--- config.mk ---
export PLATFORM = sky130hd
export DESIGN_NAME = fs_clock_tree
export DESIGN_NICKNAME = d
export VERILOG_FILES = /design/src/rtl/fsclk_pkg.sv /design/src/rtl/fsclk_prescale.sv /design/src/rtl/fsclk_sync.sv /design/src/rtl/fsclk_ratediv.sv /design/src/rtl/fs_clock_tree.sv
export SDC_FILE = /design/constraint.sdc
export NUM_CORES = 1
export LEC_CHECK = 0
export ABC_CLOCK_PERIOD_IN_PS = 2020
export CORE_MARGIN = 1.5
export CORE_UTILIZATION = 51
export DETAILED_ROUTE_END_ITERATION = 8
export GPL_TIMING_DRIVEN = 0
export HOLD_SLACK_MARGIN = 0.06
export PLACE_DENSITY = 0.83
export SYNTH_ARGS = -nofsm -noshare
export SYNTH_HDL_FRONTEND = slang
export SYNTH_HIERARCHICAL = 1
export SYNTH_SLANG_ARGS = --single-unit
--- constraint.sdc ---
create_clock -name clk -period 2.02 [get_ports clk]
set_clock_uncertainty 0.2 [all_clocks]
set_input_delay 0.404 -clock clk [delete_from_list [all_inputs] [get_ports clk]]
set_output_delay 0.404 -clock clk [all_outputs]
set_load 0.005 [all_outputs]
--- src/rtl/fsclk_pkg.sv ---
package fsclk_pkg;
    // Phase of the master-to-128fs prescaler
    typedef enum logic [2:0] {
        PH0 = 3'd0, PH1 = 3'd1, PH2 = 3'd2, PH3 = 3'd3,
        PH4 = 3'd4, PH5 = 3'd5, PH6 = 3'd6, PH7 = 3'd7
    } phase_e;

    // Phases at or above this one drive the 128fs output high
    localparam phase_e HIGH_FROM = PH4;
endpackage

--- src/rtl/fsclk_prescale.sv ---
module fsclk_prescale
    import fsclk_pkg::*;
(
    input  logic clk,
    input  logic clr,
    input  logic ratio4,
    output logic fs128,
    output logic per_end
);
    phase_e st_q;
    phase_e st_d;
    phase_e last_ph;

    assign last_ph = ratio4 ? PH7 : PH5;

    // State register
    always_ff @(posedge clk) begin
        if (clr) st_q <= PH0;
        else     st_q <= st_d;
    end

    // Next state
    always_comb begin
        st_d = PH0;
        unique case (st_q)
            PH0: st_d = PH1;
            PH1: st_d = PH2;
            PH2: st_d = PH3;
            PH3: st_d = PH4;
            PH4: st_d = PH5;
            PH5: st_d = ratio4 ? PH6 : PH0;
            PH6: st_d = PH7;
            PH7: st_d = PH0;
        endcase
    end

    // Registered outputs, aligned with the state register
    always_ff @(posedge clk) begin
        if (clr) begin
            fs128   <= 1'b0;
            per_end <= 1'b0;
        end else begin
            fs128   <= (st_d >= HIGH_FROM);
            per_end <= (st_d == last_ph);
        end
    end

    // Clear history so that $past never reaches before a clear
    logic [3:0] hist;
    logic       hold;
    always_ff @(posedge clk) hist <= {hist[2:0], clr};
    assign hold = clr | (|hist);

    assert_third_high_R3: assert property (@(posedge clk) disable iff (hold)
        (!ratio4 && $fell(fs128)) |-> ($past(fs128, 2) && !$past(fs128, 3)));

    assert_quarter_high_R4: assert property (@(posedge clk) disable iff (hold)
        (ratio4 && $fell(fs128)) |-> $past(fs128, 4));

    assert_end_single_R3: assert property (@(posedge clk) disable iff (hold)
        per_end |=> !per_end);
endmodule

--- src/rtl/fsclk_sync.sv ---
module fsclk_sync #(
    parameter int W      = 2,
    parameter int STAGES = 2
) (
    input  logic         clk,
    input  logic         rst,
    input  logic [W-1:0] d,
    output logic [W-1:0] q
);
    logic [W-1:0] stg [STAGES];

    always_ff @(posedge clk) begin
        if (rst) begin
            for (int i = 0; i < STAGES; i++) stg[i] <= '0;
        end else begin
            stg[0] <= d;
            for (int i = 1; i < STAGES; i++) stg[i] <= stg[i-1];
        end
    end

    assign q = stg[STAGES-1];

    generate
        if (STAGES == 2) begin : g_chk
            logic [1:0] rh;
            always_ff @(posedge clk) rh <= {rh[0], rst};
            assert_sync_delay_R8: assert property (@(posedge clk)
                disable iff (rst || rh[0] || rh[1]) q == $past(d, 2));
        end
    endgenerate
endmodule

--- src/rtl/fsclk_ratediv.sv ---
module fsclk_ratediv #(
    parameter int DIV_W   = 7,
    parameter int FS2_TAP = 5,
    parameter int EXT_W   = 5
) (
    input  logic clk,
    input  logic clr,
    input  logic step,
    input  logic bck_s,
    output logic div64,
    output logic div32,
    output logic div2,
    output logic divword,
    output logic ext32,
    output logic ext2
);
    logic [DIV_W-1:0] div_q;
    logic [EXT_W-1:0] ext_q;
    logic             bck_p;

    // Internal chain: one count per 128fs period
    always_ff @(posedge clk) begin
        if (clr)       div_q <= '0;
        else if (step) div_q <= div_q + 1'b1;
    end

    // External chain: one count per synchronized bit-clock rise
    always_ff @(posedge clk) begin
        if (clr) begin
            ext_q <= '0;
            bck_p <= bck_s;
        end else begin
            bck_p <= bck_s;
            if (bck_s && !bck_p) ext_q <= ext_q + 1'b1;
        end
    end

    assign div64   = div_q[0];
    assign div32   = div_q[1];
    assign div2    = div_q[FS2_TAP];
    assign divword = div_q[DIV_W-1];
    assign ext32   = ext_q[0];
    assign ext2    = ext_q[EXT_W-1];

    logic clr_h;
    always_ff @(posedge clk) clr_h <= clr;

    assert_div_step_R5: assert property (@(posedge clk) disable iff (clr || clr_h)
        (div_q != $past(div_q)) |-> $past(step));

    assert_ext_step_R9: assert property (@(posedge clk) disable iff (clr || clr_h)
        (ext_q != $past(ext_q)) |-> $past(bck_s && !bck_p));
endmodule

--- src/rtl/fs_clock_tree.sv ---
module fs_clock_tree #(
    parameter int WORD_LOG2   = 7,
    parameter int FS2_LOG2    = 6,
    parameter int SYNC_STAGES = 2
) (
    input  logic clk,
    input  logic rst,
    input  logic ratio_quarter,
    input  logic src_internal,
    input  logic bck_in,
    input  logic lrck_in,
    output logic fs_top,
    output logic fs_half,
    output logic fs_128,
    output logic fs_64,
    output logic fs_32,
    output logic fs_2,
    output logic fs_word
);
    localparam int FS2_TAP = FS2_LOG2 - 1;
    localparam int EXT_W   = FS2_LOG2 - 1;

    logic ratio_q;
    logic clr;
    logic per_end;
    logic bck_s, lrck_s;
    logic div64, div32, div2, divword, ext32, ext2;

    // Ratio strap tracking: any change clears the chain
    always_ff @(posedge clk) ratio_q <= ratio_quarter;
    assign clr = rst | (ratio_q != ratio_quarter);

    // Master and half-rate stages
    always_ff @(posedge clk) begin
        if (clr) begin
            fs_top  <= 1'b0;
            fs_half <= 1'b0;
        end else begin
            fs_top  <= ~fs_top;
            if (fs_top) fs_half <= ~fs_half;
        end
    end

    fsclk_prescale u_pre (
        .clk     (clk),
        .clr     (clr),
        .ratio4  (ratio_q),
        .fs128   (fs_128),
        .per_end (per_end)
    );

    fsclk_sync #(.W(2), .STAGES(SYNC_STAGES)) u_sync (
        .clk (clk),
        .rst (rst),
        .d   ({lrck_in, bck_in}),
        .q   ({lrck_s, bck_s})
    );

    fsclk_ratediv #(.DIV_W(WORD_LOG2), .FS2_TAP(FS2_TAP), .EXT_W(EXT_W)) u_div (
        .clk     (clk),
        .clr     (clr),
        .step    (per_end),
        .bck_s   (bck_s),
        .div64   (div64),
        .div32   (div32),
        .div2    (div2),
        .divword (divword),
        .ext32   (ext32),
        .ext2    (ext2)
    );

    // Static strap picks the source for the bit-clock family
    always_comb begin
        if (src_internal) begin
            fs_64   = div64;
            fs_32   = div32;
            fs_2    = div2;
            fs_word = divword;
        end else begin
            fs_64   = bck_s;
            fs_32   = ext32;
            fs_2    = ext2;
            fs_word = lrck_s;
        end
    end

    logic clr_h;
    always_ff @(posedge clk) clr_h <= clr;

    assert_top_toggle_R1: assert property (@(posedge clk) disable iff (clr || clr_h)
        fs_top != $past(fs_top));

    assert_half_step_R2: assert property (@(posedge clk) disable iff (clr || clr_h)
        (fs_half != $past(fs_half)) |-> $past(fs_top));

    assert_clear_zero_R10: assert property (@(posedge clk)
        clr |=> (!fs_top && !fs_half && !fs_128));
endmodule

==> results summary <==
The startpoint identified for the worst hold timing path is u_sync/stg[0][1]. The endpoint identified for the worst register-to-register timing path is u_div/ext_q[3]. The worst setup path is captured at a primary output. The leakage power total is around 0.47 nW. The run finished with clean final reports. Max-cap violations in this run came to 0. The max-slew violation count came out at 0. The startpoint of the lowest-slack register-to-register path is ratio_q. The initial detailed-routing violation count is 7. After synthesis the cells add up to 948.4 sq um. At the pin with the least slew margin, the transition time is 0.2673 ns. In this run the remaining antenna-violating nets after routing total 0.

For hold timing, the worst endpoint is u_sync/stg[0][3]. The headroom to the max-slew limit came out at 0.8218. For the finished layout, the period the worst path requires is 1.887 ns. The Yosys warning count is 6. Counting flops and latches in the post-synthesis netlist gives 24. The total number of vias came out at just under 700.

The final hold violation count is 0. The utilization after layout came out at 0.6509. The wire length of the first global-routing pass came out at about 2.5 mm. The source-to-sink clock delay at the later pin of the worst-skew pair is about 0.32 ns. TritonCTS built the clock tree. The wire length per cell is 11.77 um.

The post-synthesis instance total is 94. In this run, CTS created clock tree buffers numbering 3. For this run, the top clock speed supported by timing is between 500 and 600 MHz. The final worst-path cycle share came out at 0.9342. The maximum ir drop on the vdd rail came out at 0.5789 mV.

The residual DRC count is 0. Of the cells placed in the final design, the portion with a size suffix greater than 1 is 0.1818. The number of antenna violations at the first check in global routing came to 0. The initial utilization of the core area, before any placement, comes to 0.5434. When the netlist entered floorplanning its net count stood at around 100. The die outline height came out at ~46 um. Buffers placed on the I/O ports in this run total 12. The overall die area came out at between 2000 and 2500 sq um.

13 I/O pins were placed. The x dimension of the die came out at roughly 46 um. The buffer levels on the longest clock path came out at 2. The per-instance average area after synthesis is around 10 sq um. Clock-pin slew was measured on the worst setup and hold paths at approximately 0.13 ns. The startpoint type of the worst setup path is a flop.

Routability-driven placement finished with a final weighted congestion of between 0.6 and 0.7. Setup violations remaining at the end of the flow were counted as 0. The total half-perimeter wirelength after legalization and detailed placement is 1.174 mm. The final wirelength is approximately 1.6 mm. The overall track demand over capacity in global routing came out at 0.1713. The floorplan core area came out at approximately 1700 sq um. Before antenna repair, the detailed router went through 4 iterations. Setup repair after global routing left no endpoint under its margin. The ratio of routed vias to standard cells is roughly 5. The total congestion overflow came out at 0.

The arrival time reported for the critical path endpoint came out at roughly 1.3 ns. Along the worst hold path, the cell count comes to 1. The logic depth of the worst register-to-register path is 4.

STA puts the critical path data required time at 1.42 ns. Of the synthesized area, sequential elements account for 0.5066. In this run the worst path has a maximum fanout of 4.

The number of H-tree levels is 1. The tightest min-delay check is of the flop to flop type. The antenna diode instance count is 0. The power per cell area came out at 703.3 nW/um^2. The via count of the first global-routing pass is approximately 620. The critical path in this run is classified as flop to primary output. Across all register-to-register paths, the minimum setup slack is roughly 0.44 ns. The number of buffers inserted by hold repair at cts came out at 0. The pin count of the biggest net entering global routing came out at 14. The sink count of the clock tree came out at 24.

The total number of nets in the final design is roughly 120. The tree is rooted in a clkbuf_4. The area growth from synthesis to layout is 19.79%. The final-layout fill cell count came out at between 150 and 200. The number of different library cells used by synthesis comes to 24. The placement row count came out at 15. Setup total negative slack on the finished layout was measured at 0 ns.
==> power by group <==
| part | internal (mW) | leakage [nW] | total, mW | switching [mW] |
|---|---|---|---|---|
| clock | 0.110 | 0.0210 | 0.251 | 0.140 |
| sequential | 0.484 | 0.197 | 0.492 | 0.00821 |
| combinational | 0.0303 | 0.252 | 0.0561 | 0.0258 |
| total | 0.625 | 0.469 | 0.799 | 0.174 |
==> cell usage in the layout (no fill, tap or decap), types with 3 or more instances in the layout <==
| cell | count |
|---|---|
| nor3_1 | 3 |
| xor2_1 | 5 |
| a21oi_1 | 3 |
| nor2b_1 | 8 |
| nor2_1 | 11 |
| mux2_2 | 6 |
| buf_4 | 3 |
| o21ai_0 | 3 |
| nand2_1 | 5 |
| dlygate4sd2_1 | 3 |
| xnor2_1 | 3 |
| nand4_1 | 4 |
| clkdlybuf4s50_1 | 7 |
| clkbuf_4 | 3 |
| dfxtp_1 | 22 |
==> synth_stat cells <==
library cell | n | area share
a211o_1 | 1 | 0.0092
a21oi_1 | 3 | 0.016
a21oi_2 | 1 | 0.0092
and2b_1 | 1 | 0.0079
buf_4 | 3 | 0.024
clkbuf_1 | 1 | 0.0040
dfxtp_1 | 24 | 0.51
ha_1 | 2 | 0.026
inv_1 | 1 | 0.0040
inv_2 | 1 | 0.0040
mux2_2 | 6 | 0.071
mux2i_1 | 2 | 0.021
nand2_1 | 5 | 0.020
nand3b_1 | 2 | 0.016
nand4_1 | 4 | 0.026
nand4_2 | 1 | 0.013
nor2_1 | 11 | 0.044
nor2b_1 | 8 | 0.053
nor3_1 | 3 | 0.016
o21ai_0 | 3 | 0.016
or2_1 | 1 | 0.0066
or3_1 | 2 | 0.013
xnor2_1 | 3 | 0.028
xor2_1 | 5 | 0.046
==> worst max path at each step <==
stage,endpoint,cells after the start,from
global placement,fs_2,3,src_internal
floorplan,u_div/div_q[0],4,ratio_quarter
detailed placement,fs_32,3,src_internal
global route,fs_64,3,u_sync/stg[0][2]
finish,fs_64,3,u_sync/stg[0][2]
CTS,fs_32,2,u_div/ext_q[0]
==> repair_timing <==
item	in CTS	in global routing
pin swaps	0	0
hold endpoints to repair	0	0
buffers inserted	0	0
gates resized for setup	9	4
endpoints found under the setup margin	4	2
==> final cells by class <==
class / count / area (sq um) / share of cell area
Sequential cell: 24 / 485.5 / 0.4273
Multi-Input combinational cell: 64 / 434.2 / 0.3822
Timing Repair Buffer: 12 / 113.9 / 0.1002
Clock buffer: 4 / 36.28 / 0.03194
Tap cell: 25 / 31.28 / 0.02753
Buffer: 4 / 27.53 / 0.02423
Inverter: 2 / 7.507 / 0.006608
==> per-stage QoR <==
| step | cells | power, mW | area [sq um] | worst slack (ns) | hold slack (ns) |
|---|---|---|---|---|---|
| floorplan | 94 | 0.5334 | 948.4 | 0.5021 | 0.2138 |
| global placement | 131 | 0.5587 | 1100 | -0.3356 | 0.2242 |
| detailed placement | 131 | 0.5616 | 1100 | -0.3596 | 0.2354 |
| CTS | 135 | 0.8085 | 1130 | 0.01413 | 0.2661 |
| global route | 135 | 0.8342 | 1136 | 0.08119 | 0.2757 |
| finish | 135 | 0.7990 | 1136 | 0.1329 | 0.2614 |
==> critical path: stages (launching register included) <==
cell and delay [ns]:
dfxtp_1 0.32, buf_4 0.13, mux2_2 0.25, dlygate4sd2_1 0.27
==> per-layer routing <==
layer  up-vias  share of wire  track usage
met5         -              0            0
met4         0          0.023       0.1029
met3         6          0.043      0.04706
met2        18           0.49       0.2917
met1       323           0.45       0.1867
li1        346              -            -
==> sequential cells by signal (all words and copies together) (netlist names) <==
signal and count:
u_div/bck_p 1, u_sync/stg 4, ratio_q 1, fs_half 1, u_div/ext_q 5, u_div/div_q 7
u_pre/per_end 1, u_pre/st_q 3, fs_top 1
==> cells by family after synthesis <==
family | after synthesis | synth area share
compound gates | 8 | 0.05013
xor+xnor | 8 | 0.07388
fa+ha+maj | 2 | 0.02638
buf+inv | 6 | 0.03561
flops | 24 | 0.5066
mux | 8 | 0.09234
simple gates | 38 | 0.2150
No activity file was read; power rests on OpenSTA's default activity.
